===== src/rtl/alc_ramp_pkg.sv =====
package alc_ramp_pkg;

  typedef enum logic [1:0] {
    DIR_HOLD = 2'd0,
    DIR_ATK  = 2'd1,
    DIR_DCY  = 2'd2
  } dir_e;

  localparam logic [1:0] REG_CTRL = 2'd0;
  localparam logic [1:0] REG_ATK  = 2'd1;
  localparam logic [1:0] REG_DCY  = 2'd2;
  localparam logic [1:0] REG_GAIN = 2'd3;

  localparam int CTRL_LIM  = 0;
  localparam int CTRL_ZC   = 1;
  localparam int CTRL_EN   = 2;
  localparam int CTRL_MUTE = 3;

  localparam int CODE_W     = 4;
  localparam int CODE_CLAMP = 10;

  localparam logic [CODE_W-1:0] ATK_RST = 4'd2;
  localparam logic [CODE_W-1:0] DCY_RST = 4'd3;

  typedef struct packed {
    logic              limiter;
    logic              zc_en;
    logic [CODE_W-1:0] atk;
    logic [CODE_W-1:0] dcy;
  } cfg_t;

  function automatic int max2(input int a, input int b);
    return (a > b) ? a : b;
  endfunction

endpackage


===== src/rtl/alc_cfg_regs.sv =====
module alc_cfg_regs
  import alc_ramp_pkg::*;
#(
  parameter int DATA_W = 6,
  parameter int GAIN_W = 6
) (
  input  logic              clk,
  input  logic              rst_n,
  input  logic              wr_en,
  input  logic [1:0]        wr_addr,
  input  logic [DATA_W-1:0] wr_data,
  output cfg_t              cfg,
  output logic              alc_on,
  output logic              cfg_touch,
  output logic              man_load,
  output logic [GAIN_W-1:0] man_gain
);

  logic ctrl_wr, atk_wr, dcy_wr;

  always_comb begin
    ctrl_wr   = wr_en && (wr_addr == REG_CTRL);
    atk_wr    = wr_en && (wr_addr == REG_ATK);
    dcy_wr    = wr_en && (wr_addr == REG_DCY);
    man_load  = wr_en && (wr_addr == REG_GAIN);
    man_gain  = wr_data[GAIN_W-1:0];
    cfg_touch = ctrl_wr || atk_wr || dcy_wr;
  end

  always_ff @(posedge clk) begin
    if (!rst_n) begin
      cfg.limiter <= 1'b0;
      cfg.zc_en   <= 1'b0;
      cfg.atk     <= ATK_RST;
      cfg.dcy     <= DCY_RST;
      alc_on      <= 1'b0;
    end else begin
      if (ctrl_wr) begin
        cfg.limiter <= wr_data[CTRL_LIM];
        cfg.zc_en   <= wr_data[CTRL_ZC];
        alc_on      <= wr_data[CTRL_EN] & ~wr_data[CTRL_MUTE];
      end
      if (atk_wr) cfg.atk <= wr_data[CODE_W-1:0];
      if (dcy_wr) cfg.dcy <= wr_data[CODE_W-1:0];
    end
  end

endmodule


===== src/rtl/alc_step_timer.sv =====
module alc_step_timer
  import alc_ramp_pkg::*;
#(
  parameter int CNT_W        = 20,
  parameter int ALC_ATK_BASE = 104,
  parameter int ALC_DCY_BASE = 410,
  parameter int LIM_ATK_BASE = 23,
  parameter int LIM_DCY_BASE = 91
) (
  input  logic              clk,
  input  logic              rst_n,
  input  logic              tick,
  input  logic              active,
  input  dir_e              dir,
  input  logic              limiter,
  input  logic [CODE_W-1:0] atk_code,
  input  logic [CODE_W-1:0] dcy_code,
  input  logic              cfg_touch,
  output logic              flush,
  output logic              expire
);

  localparam logic [CODE_W-1:0] CLAMP = CODE_W'(CODE_CLAMP);

  logic [CODE_W-1:0] code_sel, shamt;
  logic [CNT_W-1:0]  base_sel, interval, last, cnt;
  dir_e              dir_q;

  always_comb begin
    code_sel = (dir == DIR_DCY) ? dcy_code : atk_code;
    shamt    = (code_sel > CLAMP) ? CLAMP : code_sel;
    unique case ({limiter, dir == DIR_DCY})
      2'b00:   base_sel = CNT_W'(ALC_ATK_BASE);
      2'b01:   base_sel = CNT_W'(ALC_DCY_BASE);
      2'b10:   base_sel = CNT_W'(LIM_ATK_BASE);
      default: base_sel = CNT_W'(LIM_DCY_BASE);
    endcase
    interval = base_sel << shamt;
    last     = interval - 1'b1;
    flush    = cfg_touch || !active || (dir == DIR_HOLD) || (dir != dir_q);
    expire   = !flush && tick && (cnt == last);
  end

  always_ff @(posedge clk) begin
    if (!rst_n) begin
      cnt   <= '0;
      dir_q <= DIR_HOLD;
    end else begin
      dir_q <= dir;
      if (flush)       cnt <= '0;
      else if (expire) cnt <= '0;
      else if (tick)   cnt <= cnt + 1'b1;
    end
  end

endmodule


===== src/rtl/alc_gain_core.sv =====
module alc_gain_core
  import alc_ramp_pkg::*;
#(
  parameter int                 GAIN_W   = 6,
  parameter logic [GAIN_W-1:0]  GAIN_RST = 6'd32
) (
  input  logic              clk,
  input  logic              rst_n,
  input  logic              active,
  input  dir_e              dir,
  input  logic              flush,
  input  logic              expire,
  input  logic              zc_en,
  input  logic              sample_sign,
  input  logic              man_load,
  input  logic [GAIN_W-1:0] man_gain,
  output logic [GAIN_W-1:0] gain
);

  localparam logic [GAIN_W-1:0] G_MAX = '1;
  localparam logic [GAIN_W-1:0] G_MIN = '0;

  logic sign_q, pending, flip, due, apply;

  always_comb begin
    flip  = sample_sign ^ sign_q;
    due   = expire || (pending && !flush);
    apply = zc_en ? (due && flip) : expire;
  end

  always_ff @(posedge clk) begin
    if (!rst_n) begin
      sign_q  <= 1'b0;
      pending <= 1'b0;
      gain    <= GAIN_RST;
    end else begin
      sign_q <= sample_sign;
      if (flush || !zc_en) pending <= 1'b0;
      else if (apply)      pending <= 1'b0;
      else if (expire)     pending <= 1'b1;

      if (!active) begin
        if (man_load) gain <= man_gain;
      end else if (apply) begin
        if (dir == DIR_ATK && gain != G_MIN)      gain <= gain - 1'b1;
        else if (dir == DIR_DCY && gain != G_MAX) gain <= gain + 1'b1;
      end
    end
  end

endmodule


===== src/rtl/alc_ramp_ctrl.sv =====
module alc_ramp_ctrl
  import alc_ramp_pkg::*;
#(
  parameter int                GAIN_W       = 6,
  parameter logic [GAIN_W-1:0] GAIN_RST     = 6'd32,
  parameter int                ALC_ATK_BASE = 104,
  parameter int                ALC_DCY_BASE = 410,
  parameter int                LIM_ATK_BASE = 23,
  parameter int                LIM_DCY_BASE = 91
) (
  input  logic              clk,
  input  logic              rst_n,
  input  logic              tick,
  input  logic              above,
  input  logic              below,
  input  logic              sample_sign,
  input  logic              wr_en,
  input  logic [1:0]        wr_addr,
  input  logic [GAIN_W-1:0] wr_data,
  output logic [GAIN_W-1:0] gain,
  output logic              alc_active
);

  localparam int MAX_BASE = max2(max2(ALC_ATK_BASE, ALC_DCY_BASE),
                                 max2(LIM_ATK_BASE, LIM_DCY_BASE));
  localparam int CNT_W    = $clog2((MAX_BASE << CODE_CLAMP) + 1);

  cfg_t              cfg;
  logic              alc_on, cfg_touch, man_load, flush, expire, cfg_zc;
  logic [GAIN_W-1:0] man_gain;
  dir_e              dir;

  always_comb begin
    unique case ({above, below})
      2'b10:   dir = DIR_ATK;
      2'b01:   dir = DIR_DCY;
      default: dir = DIR_HOLD;
    endcase
    cfg_zc     = cfg.zc_en;
    alc_active = alc_on;
  end

  alc_cfg_regs #(.DATA_W(GAIN_W), .GAIN_W(GAIN_W)) u_regs (
    .clk(clk), .rst_n(rst_n), .wr_en(wr_en), .wr_addr(wr_addr),
    .wr_data(wr_data), .cfg(cfg), .alc_on(alc_on), .cfg_touch(cfg_touch),
    .man_load(man_load), .man_gain(man_gain)
  );

  alc_step_timer #(
    .CNT_W(CNT_W), .ALC_ATK_BASE(ALC_ATK_BASE), .ALC_DCY_BASE(ALC_DCY_BASE),
    .LIM_ATK_BASE(LIM_ATK_BASE), .LIM_DCY_BASE(LIM_DCY_BASE)
  ) u_timer (
    .clk(clk), .rst_n(rst_n), .tick(tick), .active(alc_on), .dir(dir),
    .limiter(cfg.limiter), .atk_code(cfg.atk), .dcy_code(cfg.dcy),
    .cfg_touch(cfg_touch), .flush(flush), .expire(expire)
  );

  alc_gain_core #(.GAIN_W(GAIN_W), .GAIN_RST(GAIN_RST)) u_core (
    .clk(clk), .rst_n(rst_n), .active(alc_on), .dir(dir), .flush(flush),
    .expire(expire), .zc_en(cfg_zc), .sample_sign(sample_sign),
    .man_load(man_load), .man_gain(man_gain), .gain(gain)
  );

endmodule


===== config.mk =====
export PLATFORM = sky130hd
export DESIGN_NAME = alc_ramp_ctrl
export DESIGN_NICKNAME = d
export VERILOG_FILES = /design/src/rtl/alc_ramp_pkg.sv /design/src/rtl/alc_cfg_regs.sv /design/src/rtl/alc_step_timer.sv /design/src/rtl/alc_gain_core.sv /design/src/rtl/alc_ramp_ctrl.sv
export SDC_FILE = /design/constraint.sdc
export NUM_CORES = 1
export LEC_CHECK = 0
export BUFFER_PORTS_ARGS = -buffer_cell sky130_fd_sc_hd__buf_2
export CORE_UTILIZATION = 36
export DETAILED_ROUTE_END_ITERATION = 8
export SYNTH_ARGS = -nofsm -noshare
export SYNTH_HDL_FRONTEND = slang
export SYNTH_SLANG_ARGS = --single-unit

===== constraint.sdc =====
create_clock -name clk -period 4.81 [get_ports clk]
set_input_delay 0.7215 -clock clk [delete_from_list [all_inputs] [get_ports clk]]
set_output_delay 0.7215 -clock clk [all_outputs]
set_load 0.01 [all_outputs]

Yosys cells after proc, flatten, opt, wreduce, memory -nomap -nowiden. Cells that the tools add are included.

Flip-flop bits (word level): 40.

Add/sub/neg operators: 4. Order comparisons: 1. Equal/unequal tests: 14. Shifts and indexed selects: 1. Multiplexer cells: 10. Bitwise operators: 4. Reduce and logical (&&, ||, !) cells: 28.

Operator list (number): $mux W6 (5); $pmux W9 S3 (1); $add A19 B1 Y19 const B (1); $eq A19 B19 Y1 (1); $shl A9 B4 Y19 (1); $sub A19 B1 Y19 const B (1); $eq A2 B2 Y1 const B (5); $logic_and A1 B1 Y1 (10); $eq A2 B1 Y1 const B (4); $mux W4 (2); $logic_or A1 B1 Y1 (7); $add A6 B1 Y6 const B (1); $logic_not A2 Y1 (3); $ne A6 B6 Y1 const B (1); $reduce_bool A6 Y1 (1); $reduce_or A3 Y1 (2); $sub A6 B1 Y6 const B (1); $gt A4 B4 Y1 const B (1); $pmux W2 S2 (1); $logic_not A1 Y1 (3); $ne A3 B1 Y1 const B (1); $reduce_and A3 Y1 (1); $ne A2 B1 Y1 const B (1); $ne A2 B2 Y1 (1); other kinds (5) (6).

Logic depth before layout (Yosys ltp).
Depth after elaboration: 15. Gate-level depth with buffers: 24. Mapped depth without buffers: 19.

Hierarchy. Synthesis repeated with hierarchy kept, for this count alone.

Cells, all modules: 498. Area, all modules: 3852.4 um2.

Modules (own cells, without submodules): alc_step_timer (instances 1, cells each 370, area an instance 2680.1 um2, seq. area each 420.4 um2); alc_gain_core (instances 1, cells each 72, area an instance 640.6 um2, seq. area each 160.2 um2); alc_cfg_regs (instances 1, cells each 54, area an instance 516.7 um2, seq. area each 220.2 um2); alc_ramp_ctrl (instances 1, cells each 2, area an instance 15.0 um2, seq. area each 0.0 um2).

Least setup slack after synthesis. Ideal clock, no wire load.

Kind: in2reg. Start: input port above. End: register u_core.gain[5]. Library setup time: 0.140 ns. Arrival time: 4.801 ns. Data required time: 4.670 ns. Path slack: -0.131 ns. Stages on the path: 21. Buffers on the path: 3. Cell sequence: inv_1 > ha_1 > buf_6 > buf_8 > inv_1 > ha_1 > clkbuf_1 > nor2_1 > nor2_1 > nand3_1 > ha_1 > xor2_1 > and3_1 > o211ai_1 > or4_1 > nor4_2 > o221ai_1 > or4b_4 > o31a_1 > o211ai_1 > o211ai_1.

Word-level cells in the longest chain between the ends: 15.

Ends and longest elaborated chain: start, declared (RTL line alc_ramp_ctrl.sv:14) `input logic above,`; $eq A2 B1 Y1 / $eq A2 B2 Y1 (equally long branches) (RTL line alc_ramp_ctrl.sv:34) `unique case ({above, below})`; $pmux W2 S2 * (RTL line alc_ramp_ctrl.sv:34); net dir[1] (RTL line alc_ramp_ctrl.sv:31) `dir_e dir;`; $eq A2 B2 Y1 (RTL line alc_step_timer.sv:30, alc_step_timer.sv:32, alc_gain_core.sv:46); $mux W4 (RTL line alc_step_timer.sv:30) `code_sel = (dir == DIR_DCY) ? dcy_code : atk_code;`; $gt A4 B4 Y1 (RTL line alc_step_timer.sv:31) `shamt = (code_sel > CLAMP) ? CLAMP : code_sel;`; $mux W4 (RTL line alc_step_timer.sv:31); $shl A9 B4 Y19 (RTL line alc_step_timer.sv:38) `interval = base_sel << shamt;`; $sub A19 B1 Y19 (RTL line alc_step_timer.sv:39) `last = interval - 1'b1;`; $eq A19 B19 Y1 (RTL line alc_step_timer.sv:41) `expire = !flush && tick && (cnt == last);`; $logic_and A1 B1 Y1 (RTL line alc_step_timer.sv:41); $logic_or A1 B1 Y1 (RTL line alc_gain_core.sv:27) `due = expire || (pending && !flush);`; $logic_and A1 B1 Y1 (RTL line alc_gain_core.sv:28) `apply = zc_en ? (due && flip) : expire;`; $mux W1 (RTL line alc_gain_core.sv:28); $ne A2 B1 Y1 (no line); $reduce_and A3 Y1 (no line); end signal, assigned (RTL line alc_gain_core.sv:43) `if (man_load) gain <= man_gain;`; end signal, assigned (RTL line alc_gain_core.sv:45) `if (dir == DIR_ATK && gain != G_MIN) gain <= gain - 1'b1;`; end signal, assigned (RTL line alc_gain_core.sv:46) `else if (dir == DIR_DCY && gain != G_MAX) gain <= gain + 1'b1;`; end, declared (RTL line alc_gain_core.sv:17) `output logic [GAIN_W-1:0] gain`.

The timed path passes the listed nets; every way through them passes the cells marked *. The select of a mux whose other input is x is not followed. A chain may end at the register's enable or synchronous reset.

Worst setup path in the final report.
Start: input port above. End: register u_core.gain[4].

Same word-level chain as after synthesis.

==> key figures <==
Cells and area
  – Fin nets: roughly 560
  – Antenna fix cells: 0
  – Synth-to-Final Area Change: 15.11%
  – Final Non-Filler Cells: between 600 and 700
  – Design area: between 0.004 and 0.005 mm^2
  – Fillers: 1,066
  – Layout cell share with drive strength beyond 1: about a fifth

Pwr
  – P_leak: between 1.5 and 2 nW
  – Maximum VDD drop: roughly 0.19 mV
  – Pwr dens: roughly 190 mW/mm^2

Yosys
  – Synth cell types: between 80 and 90
  – Syn_nets: between 500 and 600
  – Sequential area share after synthesis: a little over a fifth
  – Post-synth top area share: a little over a fifth
  – Yosys top cell by area: dfxtp_1
  – Mean post-synth cell area: roughly 7.9 um^2
  – Synth Instances: a little under 500
  – Dominant synthesized flop cell: dfxtp_1
  – Ys async rst share: 0%
  – Number of synthesized flops with an enable pin: 0
  – Mapped Area: ~0.0038 mm^2
  – Most common cell in the synthesized netlist: nor2_1
  – Post-synth top cells: 52 x nor2_1, 40 x dfxtp_1, 35 x nand2_1, 22 x a21oi_1, 22 x xor2_1
  – Synth Register Bits: 40
  – Ys Warns: 0
  – Synth top area cells: dfxtp_1 21%, nor2_1 5.1%, xor2_1 5.0%, mux2i_1 4.9%, ha_1 3.9%

Min path
  – Worst Hold Class: reg2reg
  – Hold path depth: 1

CTS
  – Clock Sinks: 40
  – Total CTS buffers: 5
  – Post-CTS Resized: 0
  – Clock root cell: clkbuf_8
  – CTS tree: built
  – Worst skew pair latency: between 0.3 and 0.4 ns
  – Clock Path Buffers: 2
  – Worst-path clk slew: around 0.080 ns
  – Post-CTS setup buffers: 0
  – Hold-fix buffers, CTS: 0
  – H-tree depth: 2

Run status
  – Status: complete, no violations

Route
  – DR vias/cell: 5.856
  – Drt first-iter violations: 276
  – Pre-antenna DRT Iters: 5
  – Routed len/inst: between 15 and 20 um
  – Final ANT Viol Nets: 0
  – DRC violations left: 0
  – Routed vias: between 3,000 and 4,000
  – Final wirelength: 11,860 um

STA
  – Fin crit share: 94.12%
  – Setup ws final: between 0.2 and 0.3 ns
  – Max Clock Skew: between 0.009 and 0.01 ns
  – Slew @ Worst Pin: a little over 0.8 ns
  – Final Setup Violations: 0
  – Maximum operating frequency: 220.9 MHz
  – Min Clock Period, post-route: roughly 4.5 ns
  – RSZ-0062 raised after global routing: no
  – Relative slew slack: a little over two fifths
  – Fin. Hold Viols: 0
  – Max-slew violations: 0

Worst setup path
  – Startpoint types: primary input
  – Critical Path RT: between 5 and 6 ns
  – CP max FO: 25
  – Setup CP Type: in2reg
  – Critical Path End Type: flop
  – R2r worst-path depth: 12
  – WP data arrival: around 4.7 ns

Floorplan
  – DIE WIDTH: around 110 um
  – Die height: roughly 110 um
  – IO Pins: 22
  – Die Area: between 0.01 and 0.015 mm^2
  – Site Rows: 37
  – Initial core utilization: a little under two fifths
  – Core area: ~0.010 mm^2

Place
  – Pre-CTS setup slack: -0.003303 ns
  – Placed Cells: 660
  – Port bufs: 21
  – Post-DP HPWL: 9245 um
  – Placer congestion estimate: slightly below 1
  – Placed instance area: 0.004345 mm^2

GRT
  – Initial antenna violation count: 0
  – Largest net degree at the start of global routing: 26
  – Vias in the first global route: between 3,000 and 4,000
  – Global route overflow: 0
  – Gr usage total: between 20% and 30%
  – First-pass GRT wire length: about 19,000 um

Job
  – Max-capacitance violation count: 0
[path summary, 6_finish.rpt]
check	startpoint	to	slack, ns
setup / recovery	above	u_core.gain[4]	0.28
hold reg to reg	u_core.pending	u_core.pending	0.49
setup reg to reg	u_regs.cfg[2]	u_core.gain[4]	0.74
hold / removal	u_core.pending	u_core.pending	0.49
[power breakdown]
group / switching, W / internal, W
combinational: 0.000156 / 0.000120
sequential: 0.0000123 / 0.000338
clock: 0.000127 / 0.0000989
total: 0.000296 / 0.000556
[stage by stage]
| stage | TNS (ns) | hold WS, ns | utilization (%) | total power [W] |
|---|---|---|---|---|
| global route | 0 | 0.5175 | 42.84 | 0.0008990 |
| CTS | 0 | 0.4914 | 42.84 | 0.0008555 |
| finish | 0 | 0.4930 | 42.84 | 0.0008523 |
| detailed placement | -0.006401 | 0.4722 | 42.09 | 0.0006285 |
| floorplan | 0 | 0.4402 | - | 0.0005307 |
| global placement | 0 | 0.4485 | 42.09 | 0.0006261 |
[worst max-delay path, stage by stage]
cell and delay, ns:
buf_2 0.11, inv_1 0.05, ha_2 0.33, buf_12 0.20
and2b_1 0.24, a2111oi_4 0.36, a2111oi_1 0.12, nor3_2 0.32
nor3b_2 0.35, xnor3_1 0.37, o31ai_1 0.27, buf_4 0.16
or4b_4 0.50, o31ai_4 0.22, a21boi_2 0.13, o221a_1 0.28
[layout make-up]
type                            count  area, um^2  area share [%]
Inverter                           17       63.81           1.443
Tap cell                          136       170.2           3.847
Sequential cell                    40       800.8           18.10
Timing Repair Buffer               66       467.9           10.58
Multi-Input combinational cell    401        2843           64.27
Clock inverter                      1       5.005          0.1132
Clock buffer                        6       72.57           1.641
[routing by layer]
| metal | global-route usage, % | share of wire [%] | up-vias |
|---|---|---|---|
| met2 | 34.68 | 45 | 97 |
| met4 | 10.56 | 3.4 | 0 |
| li1 | - | - | 1893 |
| met5 | 0 | 0 | - |
| met3 | 2.845 | 4.1 | 28 |
| met1 | 29.82 | 47 | 1888 |
[cell families after synthesis]
kind of cell | share of synthesized area [%]
simple gates | 27.13
buf+inv | 5.307
flops | 20.84
compound gates | 25.33
fa+ha+maj | 4.428
xor+xnor | 9.248
mux | 7.718
[state kept, by name (all words and copies together) (netlist names)]
| name | flops |
|---|---|
| u_timer.cnt | 19 |
| u_regs.cfg | 10 |
| u_core.gain | 6 |
| u_regs.alc_on | 1 |
| u_core.sign_q | 1 |
| u_core.pending | 1 |
| u_timer.dir_q | 2 |
[placed cells by master (no fill, tap or decap), drive strengths merged, types with 4 or more instances in the layout]
master	instances
ha	12
and3	14
nor3	12
nor4	7
o221ai	5
xor2	22
xnor2	16
a21o	5
o211ai	11
o31ai	7
nand3b	5
or2	4
mux2	7
nand2b	6
a211oi	5
nor2	53
dfxtp	40
a31oi	6
mux2i	21
clkbuf	6
a21oi	23
nand3	19
o21ai	16
nor3b	5
and2	5
nand4	9
inv	17
a2111oi	5
nand2	35
buf	66
No activity file was read; power rests on OpenSTA's default activity.
